### config.mk
export PLATFORM = sky130hd
export DESIGN_NAME = booth_seq_mult
export DESIGN_NICKNAME = d
export VERILOG_FILES = /design/src/rtl/booth_pkg.sv /design/src/rtl/booth_rst_sync.sv /design/src/rtl/booth_recoder.sv /design/src/rtl/booth_addsub.sv /design/src/rtl/booth_ctrl.sv /design/src/rtl/booth_seq_mult.sv
export SDC_FILE = /design/constraint.sdc
export NUM_CORES = 1
export LEC_CHECK = 0
export ABC_AREA = 1
export BUFFER_PORTS_ARGS = -buffer_cell sky130_fd_sc_hd__buf_4
export CELL_PAD_IN_SITES_DETAIL_PLACEMENT = 0
export CELL_PAD_IN_SITES_GLOBAL_PLACEMENT = 2
export CORE_UTILIZATION = 31
export DETAILED_ROUTE_END_ITERATION = 16
export GPL_TIMING_DRIVEN = 0
export PLACE_DENSITY = 0.79
export SLEW_MARGIN = 20
export SYNTH_ARGS = -nofsm -noshare
export SYNTH_HDL_FRONTEND = slang
export SYNTH_SLANG_ARGS = --single-unit
### constraint.sdc
create_clock -name clk -period 1.35 [get_ports clk]
set_clock_uncertainty 0.2 [all_clocks]
set_input_delay 0.27 -clock clk [delete_from_list [all_inputs] [get_ports clk]]
set_output_delay 0.27 -clock clk [all_outputs]
set_load 0.03 [all_outputs]
### src/rtl/booth_pkg.sv
package booth_pkg;
  typedef enum logic [1:0] {
    OP_HOLD = 2'b00,
    OP_ADD  = 2'b01,
    OP_SUB  = 2'b10
  } booth_op_e;
endpackage

### src/rtl/booth_rst_sync.sv
module booth_rst_sync #(
  parameter int STAGES = 2
) (
  input  logic clk,
  input  logic rst_n,
  output logic rst_sync_n
);
  logic [STAGES-1:0] chain_q;
  logic [STAGES-1:0] chain_d;

  always_comb chain_d = {chain_q[STAGES-2:0], 1'b1};

  always_ff @(posedge clk or negedge rst_n) begin
    if (!rst_n) chain_q <= '0;
    else        chain_q <= chain_d;
  end

  assign rst_sync_n = chain_q[STAGES-1];
endmodule

### src/rtl/booth_recoder.sv
module booth_recoder
  import booth_pkg::*;
(
  input  logic      q_lsb,
  input  logic      q_ext,
  output booth_op_e op
);
  // pair selection of the per-step action
  always_comb begin
    unique case ({q_lsb, q_ext})
      2'b10:   op = OP_SUB;
      2'b01:   op = OP_ADD;
      default: op = OP_HOLD;
    endcase
  end
endmodule

### src/rtl/booth_addsub.sv
module booth_addsub
  import booth_pkg::*;
#(
  parameter int W = 9
) (
  input  logic [W-1:0] acc,
  input  logic [W-1:0] mult,
  input  booth_op_e    op,
  output logic [W-1:0] res
);
  logic         do_sub;
  logic [W-1:0] operand;
  logic [W-1:0] summed;

  always_comb begin
    do_sub  = (op == OP_SUB);
    operand = do_sub ? ~mult : mult;
    summed  = acc + operand + {{(W-1){1'b0}}, do_sub};
    res     = (op == OP_HOLD) ? acc : summed;
  end
endmodule

### src/rtl/booth_ctrl.sv
module booth_ctrl #(
  parameter int WIDTH = 8,
  localparam int CW   = $clog2(WIDTH + 1)
) (
  input  logic clk,
  input  logic rst_n,
  input  logic start,
  output logic load_en,
  output logic step_en,
  output logic busy,
  output logic done
);
  localparam logic [CW-1:0] STEPS = CW'(WIDTH);
  localparam logic [CW-1:0] ONE   = CW'(1);

  logic [CW-1:0] cnt_q, cnt_d;
  logic          busy_q, busy_d;
  logic          done_q, done_d;
  logic          last_step;

  always_comb begin
    load_en   = start && !busy_q;
    step_en   = busy_q;
    last_step = step_en && (cnt_q == ONE);
    cnt_d     = cnt_q;
    busy_d    = busy_q;
    if (load_en) begin
      cnt_d  = STEPS;
      busy_d = 1'b1;
    end else if (step_en) begin
      cnt_d  = cnt_q - ONE;
      busy_d = !last_step;
    end
    done_d = last_step;
  end

  always_ff @(posedge clk or negedge rst_n) begin
    if (!rst_n) begin
      cnt_q  <= '0;
      busy_q <= 1'b0;
      done_q <= 1'b0;
    end else begin
      if (load_en || step_en) cnt_q <= cnt_d;
      busy_q <= busy_d;
      done_q <= done_d;
    end
  end

  assign busy = busy_q;
  assign done = done_q;

  p_done_pulse_r3: assert property (@(posedge clk) disable iff (!rst_n)
    done |=> !done);
  p_cnt_live_r3: assert property (@(posedge clk) disable iff (!rst_n)
    busy |-> (cnt_q != '0));
  p_busy_end_r3: assert property (@(posedge clk) disable iff (!rst_n)
    $fell(busy) |-> done);
  p_done_not_busy_r3: assert property (@(posedge clk) disable iff (!rst_n)
    done |-> !busy);
endmodule

### src/rtl/booth_seq_mult.sv
module booth_seq_mult
  import booth_pkg::*;
#(
  parameter int WIDTH = 8,
  localparam int PW   = 2 * WIDTH,
  localparam int AW   = WIDTH + 1
) (
  input  logic             clk,
  input  logic             rst_n,
  input  logic             start,
  input  logic [WIDTH-1:0] mcand,
  input  logic [WIDTH-1:0] mplr,
  output logic             busy,
  output logic             done,
  output logic [PW-1:0]    product
);
  logic             rst_sync_n;
  logic             load_en, step_en;
  booth_op_e        step_op;
  logic [AW-1:0]    acc_q, acc_d, acc_sum;
  logic [WIDTH-1:0] q_q, q_d;
  logic             qm1_q, qm1_d;
  logic [WIDTH-1:0] m_q, m_d;
  logic [AW-1:0]    m_ext;

  booth_rst_sync #(.STAGES(2)) u_rst (
    .clk        (clk),
    .rst_n      (rst_n),
    .rst_sync_n (rst_sync_n)
  );

  booth_ctrl #(.WIDTH(WIDTH)) u_ctrl (
    .clk     (clk),
    .rst_n   (rst_sync_n),
    .start   (start),
    .load_en (load_en),
    .step_en (step_en),
    .busy    (busy),
    .done    (done)
  );

  booth_recoder u_rec (
    .q_lsb (q_q[0]),
    .q_ext (qm1_q),
    .op    (step_op)
  );

  assign m_ext = {m_q[WIDTH-1], m_q};

  booth_addsub #(.W(AW)) u_add (
    .acc  (acc_q),
    .mult (m_ext),
    .op   (step_op),
    .res  (acc_sum)
  );

  // next-state: load on accepted start, else arithmetic shift of acc:q:qm1
  always_comb begin
    acc_d = acc_q;
    q_d   = q_q;
    qm1_d = qm1_q;
    m_d   = m_q;
    if (load_en) begin
      acc_d = '0;
      q_d   = mplr;
      qm1_d = 1'b0;
      m_d   = mcand;
    end else if (step_en) begin
      acc_d = {acc_sum[AW-1], acc_sum[AW-1:1]};
      q_d   = {acc_sum[0], q_q[WIDTH-1:1]};
      qm1_d = q_q[0];
    end
  end

  always_ff @(posedge clk or negedge rst_sync_n) begin
    if (!rst_sync_n) begin
      acc_q <= '0;
      q_q   <= '0;
      qm1_q <= 1'b0;
      m_q   <= '0;
    end else begin
      if (load_en || step_en) begin
        acc_q <= acc_d;
        q_q   <= q_d;
        qm1_q <= qm1_d;
      end
      if (load_en) m_q <= m_d;
    end
  end

  assign product = {acc_q[WIDTH-1:0], q_q};

  p_load_clear_r2: assert property (@(posedge clk) disable iff (!rst_sync_n)
    (start && !busy) |=> (busy && acc_q == '0 && !qm1_q && q_q == $past(mplr)));
  p_mcand_frozen_r7: assert property (@(posedge clk) disable iff (!rst_sync_n)
    busy |=> $stable(m_q));
  p_hold_idle_r8: assert property (@(posedge clk) disable iff (!rst_sync_n)
    (!busy && !start) |=> $stable(product));
  p_guard_agrees_r4: assert property (@(posedge clk) disable iff (!rst_sync_n)
    done |-> (acc_q[AW-1] == acc_q[WIDTH-1]));
  p_idle_zero_r1: assert property (@(posedge clk) disable iff (!rst_sync_n)
    $rose(rst_sync_n) |-> (!busy && !done && product == '0));
endmodule

==> results.ini, run 1 <==
[die]
initial_core_util_pct = 32.9
io-pin-count = 37
core_sq_um = 5640
placementRows = 27
die_h_um = 79.4
die_w_um = 79.4
dieArea_sq_um = 6310

[final_layout]
layout.nets = 331
final_cells = 374
drive_gt1_share_pct = 32.8
area_growth_pct = 48.8
antenna_cells = 0

[critical_path]
critical_path_buf_inv_count = 1
cpMaxStageDelayCell = dfrtp_1
end_kind = register
rr_startpoint = q_q[0]$_DFFE_PN0P_
path_max_fanout = 8
r2r_slack_ps = -810
critPathKind = reg -> reg
r2r_cells = 13
cp_top_family = adder cells
crit_top_cell = nand2_1
worstPathRequired_ps = 1330
max_stage_delay_ps = 420
start_kind = register
rr_endpoint = acc_q[5]$_DFFE_PN0P_
cp_cell_sequence = ha_4 -> buf_12 -> xor2_1 -> ha_1 -> nand3_2 -> nand3_2 -> nand2_2 -> nand2_1 -> nand2_1 -> nand2_1 -> nand2_1 -> nand2_1 -> o21ai_1
crit_arrival_ps = 2130

[clock_network]
numCtsBuffers = 5
cts.sinks = 33
clockBufferDepth = 2
h-tree-depth = 2
cts_root_buffer = clkbuf_8
path_clk_slew_ps = 80
clk_latency_ps = 290
cts_tree = done

[worst_hold_path]
hold_path_class = in -> reg
holdPathStages = 3
hp-start = mcand[0]
min_to = m_q[0]$_DFFE_PN0P_

[grt]
antenna_found_initial = 0
grt_pass1_vias = 1628
grt_overflow = 0
grt_max_degree = 32
grt_pass1_wl_um = 8020
track_usage_pct = 16.9

[detailed_routing]
avgViaCountPerCell = 4.57
dr.pass1.iters = 6
wl_per_cell_um = 13.0
route.detailed.drc = 0
totalWireLength_um = 4870
dr_total_vias = 1709
dr.first_iter.drc_count = 64
ant_nets = 0

[timing]
finalSetupTns_ps = -6300
whs_ps = 8.51
finalCriticalPeriod_ps = 2160
tightest_slew_ps = 733
rsz0062_at_grt = yes
hold_viol = 0
setup_viol = 15
finalMaxSlewViolations = 0
max_slew_margin_pct = 51.2
timing.final.ws_setup_ps = -807
finalCritPeriodShare_pct = 160
fmax_mhz = 464

[status]
status = complete, but fails checks
violations = setup timing

[placement]
post-dp-hpwl_um = 3220
place_congestion = 0.770
place_inst = 342
io_buffers = 36
dp_slack_ps = -864

[yosys]
syn_area_sq_um = 1860
syn_area_per_cell_sq_um = 7.94
synth.distinct_cells = 26
synth_nets = 264
ys_ff_latch = 33
synth_warnings = 0
netlist_instances = 234
ys_seq_area_share_pct = 44.4

[flow_run]
maxCapViolations = 0

cell usage after synthesis, drive strengths merged:
cell | number | area (sq um)
clkinv | 1 | 3.75
o21ai | 14 | 70.1
ha | 10 | 125
buf | 7 | 53.8
nand2 | 85 | 342
or2 | 1 | 6.26
dfrtp | 33 | 826
inv | 27 | 101
conb | 1 | 3.75
fa | 1 | 20.0
nor2 | 14 | 55.1
nor3 | 3 | 15.0
o221ai | 2 | 17.5
nand3 | 12 | 60.1
xor2 | 7 | 61.3
a21oi | 8 | 40.0
o22ai | 3 | 18.8
o211ai | 4 | 30.0
o311ai | 1 | 8.76
kinds of logic (layout without fill, tap and decap cells):
family	count (synthesis)	in the layout	share of synthesized area, %
AOI/OAI and AO/OA	32	32	9.97
and+or+nand+nor	115	115	25.7
xor gates and xnor gates	7	7	3.30
other	1	1	0.202
DFF	33	33	44.4
buffers and inverters	35	103	8.55
adders and majority gates	11	11	7.81
state kept, by name (all words and copies together), names as in the netlist:
name,count
u_ctrl.busy,1
u_ctrl.done,1
qm1_q,1
q_q,8
m_q,8
u_ctrl.cnt_q,4
acc_q,8
u_rst.chain_q,2
placed cells by master (no fill, tap or decap), drive strengths merged, types with 2 or more instances in the layout:
| cell | instances |
|---|---|
| o221ai | 2 |
| a21oi | 8 |
| buf | 50 |
| ha | 10 |
| dlygate4sd3 | 16 |
| nand3 | 12 |
| xor2 | 7 |
| clkbuf | 7 |
| nand2 | 85 |
| o22ai | 3 |
| dfrtp | 33 |
| nor2 | 14 |
| o211ai | 4 |
| inv | 27 |
| o21ai | 14 |
| nor3 | 3 |
routing by layer:
layer  track usage (%)  routed length [um]
met5                 0                   0
met2              26.3                2310
met3              3.31                 137
met1              23.1                2360
met4              6.00                  68
repair_timing:
| item | 4_1_cts | 5_1_grt |
|---|---|---|
| hold endpoints to repair | 17 | 0 |
| setup buffers | 4 | 4 |
| hold buffers | 16 | 0 |
| pin swaps | 7 | 10 |
| resized for setup | 30 | 19 |
| setup endpoints to repair | 37 | 36 |
final cells by class:
cell class | count | area [sq um]
inverter | 28 | 116
clock inverter | 2 | 37.5
buffer | 7 | 77.6
multi-input combinational | 166 | 971
fill | 570 | 2880
tap | 72 | 90.1
timing repair buffer | 60 | 554
sequential | 33 | 835
clock buffer | 6 | 82.6
metrics by stage:
| step | util, % | instance area [sq um] |
|---|---|---|
| after floorplan | - | 1880 |
| after global placement | 39.8 | 2240 |
| after detailed placement | 39.8 | 2250 |
| after CTS | 47.4 | 2670 |
| after global routing | 49.0 | 2760 |
| final | 49.0 | 2760 |
how the worst max path moves through the flow:
| stage | slack, ps | start | depth (start not counted) | to |
|---|---|---|---|---|
| 2_1_floorplan | -700 | q_q[0]$_DFFE_PN0P_ | 14 | acc_q[6]$_DFFE_PN0P_ |
| 3_3_place_gp | -870 | q_q[0]$_DFFE_PN0P_ | 14 | acc_q[6]$_DFFE_PN0P_ |
| 3_5_place_dp | -860 | q_q[0]$_DFFE_PN0P_ | 14 | acc_q[6]$_DFFE_PN0P_ |
| 4_1_cts | -840 | q_q[0]$_DFFE_PN0P_ | 14 | acc_q[6]$_DFFE_PN0P_ |
| 5_1_grt | -930 | qm1_q$_DFFE_PN0P_ | 15 | acc_q[6]$_DFFE_PN0P_ |
| 6_report | -810 | q_q[0]$_DFFE_PN0P_ | 13 | acc_q[5]$_DFFE_PN0P_ |
worst min-delay path, cell delays in order:
cell and delay (ps):
buf_4 70, nand2_1 40, o21ai_1 60
Power of run 1 is left out: the tool's default activity adds up to more than one toggle a clock period on the data nets, which glitch-free logic cannot reach.
==> run 2, diff against run 1 <==
- ABC_AREA: 1 -> 0
- CORE_UTILIZATION: 31 -> 34
==> run 2 against run 1 <==
The flow still finishes with violations (setup timing). Critical path depth decreased by 6. Critical endpoint is now acc_q[3]$_DFFE_PN0P_. Count of clock-buffer cells in the layout increased by 1. Critical path type unchanged. Highest routed layer unchanged. Via count decreased by 14%.
==> results.ini, run 2 <==
[detailed_routing]
wl_per_cell_um = 13.4
totalWireLength_um = 4130
dr.pass1.iters = 4
dr.first_iter.drc_count = 53
ant_nets = 0
avgViaCountPerCell = 4.78
dr_total_vias = 1478
route.detailed.drc = 0

[grt]
grt_overflow = 0
grt_max_degree = 32
antenna_found_initial = 0
grt_pass1_wl_um = 6710
grt_pass1_vias = 1458
track_usage_pct = 16.2

[die]
io-pin-count = 37
placementRows = 26
dieArea_sq_um = 5680
initial_core_util_pct = 35.6
die_w_um = 75.4
core_sq_um = 5140
die_h_um = 75.4

[placement]
dpl_cell_area_sq_um = 2270
place_congestion = 0.801
place_inst = 279
post-dp-hpwl_um = 2820
io_buffers = 35

[clock_network]
cts_tree = done
numCtsBuffers = 5
cts_root_buffer = clkbuf_8
path_clk_slew_ps = 70
cts.sinks = 33
clockBufferDepth = 2
clk_latency_ps = 290
h-tree-depth = 2

[final_layout]
layout.nets = 268
regArea_sq_um = 830
layout_commonest_cell = buf_4
multi_input_area_sq_um = 1050
final_cells = 309
drive_gt1_share_pct = 43.1
fin_util_pct = 52.8
antenna_cells = 0
fillers = 485
reg_top3 = acc_q: 8 flops, m_q: 8 flops, q_q: 8 flops
area_growth_pct = 48.3
stdcell_area_sq_um = 2710
layout_common_cells = buf_4, dfrtp_1, buf_6

[critical_path]
crit_arrival_ps = 2450
r2r_cells = 7
path_max_fanout = 5
start_kind = register
critPathKind = reg -> reg
worstPathRequired_ps = 1360
end_kind = register

[timing]
tightest_slew_ps = 707
hold_viol = 0
finalCritPeriodShare_pct = 181
finalCriticalPeriod_ps = 2440
finalSetupTns_ps = -8660
fmax_mhz = 410
timing.final.ws_setup_ps = -1090
finalMaxSlewViolations = 0
rsz0062_at_grt = yes
max_slew_margin_pct = 52.9
setup_viol = 23

[yosys]
yosysTopAreaCell = dfrtp_1
synthArstFlopShare_pct = 100
syn_area_sq_um = 1830
synth_top_area_share_pct = 45.1
ys_top_cells_by_count = dfrtp_1, nand2_1, o21ai_1
ys_ff_latch = 33
netlist_top_cells_area = dfrtp_1, ha_1, mux2_1
synth.most_common_cell = dfrtp_1
synth_ff_type = dfrtp_1
synth.distinct_cells = 41
synth-edff-count = 0
synth_nets = 204
ys_seq_area_share_pct = 45.1
syn_area_per_cell_sq_um = 10.5
netlist_instances = 174
synth_warnings = 0

[flow_run]
maxCapViolations = 0

[status]
violations = setup timing
status = complete, but fails checks

[worst_hold_path]
hold_path_class = in -> reg
holdPathStages = 2

run 2: changes by cell type after synthesis, sizes merged, moves of 5 or more:
cell / delta
mux2i: +8
mux2: +11
inv: -21
nor2: -10
a31oi: +5
clkbuf: +6
nand3: -12
nand2: -67
run 2: layout make-up:
cell class,count,share of cell area (%)
plain buffers,8,2.21
clock buffers,7,3.18
clock inverters,1,1.11
inverters,6,0.830
multi-input cells,125,38.9
flip-flops and latches,33,30.6
well taps,70,3.23
repair buffers,59,20.0
run 2: metal layers:
layer | up-vias | GRT usage [%] | wire (um) | part of all wire, %
met5 | - | 0 | 0 | 0
met4 | 0 | 5.56 | 60 | 1.5
met3 | 6 | 3.97 | 179 | 4.3
met2 | 37 | 27.6 | 2070 | 50
met1 | 694 | 20.2 | 1810 | 44
li1 | 741 | - | - | -
run 2: cells by family (layout without fill, tap and decap cells):
group | Yosys count | count (layout) | synth area share [%]
adders and majority gates | 11 | 11 | 7.93
buffers and inverters | 16 | 81 | 3.96
muxes | 19 | 19 | 11.3
other | 1 | 1 | 0.205
AOI/OAI and AO/OA | 43 | 43 | 14.9
DFF | 33 | 33 | 45.1
xor gates and xnor gates | 13 | 13 | 6.22
and+or+nand+nor | 38 | 38 | 10.3
run 2: what timing repair did:
action | 4_1_cts | 5_1_grt
buffers inserted | 15 | 7
endpoints found under the hold margin | 2 | 1
pin swaps | 9 | 10
setup endpoints to repair | 36 | 44
gates resized for setup | 26 | 15
hold buffers | 1 | 1
run 2: metrics by stage:
stage / setup WS (ps) / hold slack (ps)
after floorplan: -1120 / -226
after global placement: -1290 / -148
after detailed placement: -1310 / -143
after CTS: -1180 / 0.664
after global routing: -1230 / 3.68
final: -1090 / 4.33
run 2: worst paths after layout:
| kind | from | end | slack [ps] |
|---|---|---|---|
| max in group asynchronous | u_rst.chain_q[1]$_DFF_PN0_ | acc_q[1]$_DFFE_PN0P_ | 330 |
| min | mcand[4] | m_q[4]$_DFFE_PN0P_ | 4 |
| min in group asynchronous | rst_n | u_rst.chain_q[0]$_DFF_PN0_ | 100 |
| max reg2reg | q_q[0]$_DFFE_PN0P_ | acc_q[3]$_DFFE_PN0P_ | -1090 |
| max | q_q[0]$_DFFE_PN0P_ | acc_q[3]$_DFFE_PN0P_ | -1090 |
| min reg2reg | u_rst.chain_q[1]$_DFF_PN0_ | acc_q[7]$_DFFE_PN0P_ | 120 |
run 2: worst max-delay path, cell delays in order, from the launching register on:
cell	delay, ps
dfrtp_1	410
ha_4	210
mux2_4	300
fa_2	420
a211oi_2	220
nor2_1	70
or3_1	370
a31oi_1	160
Power of run 2 is left out for the same reason.
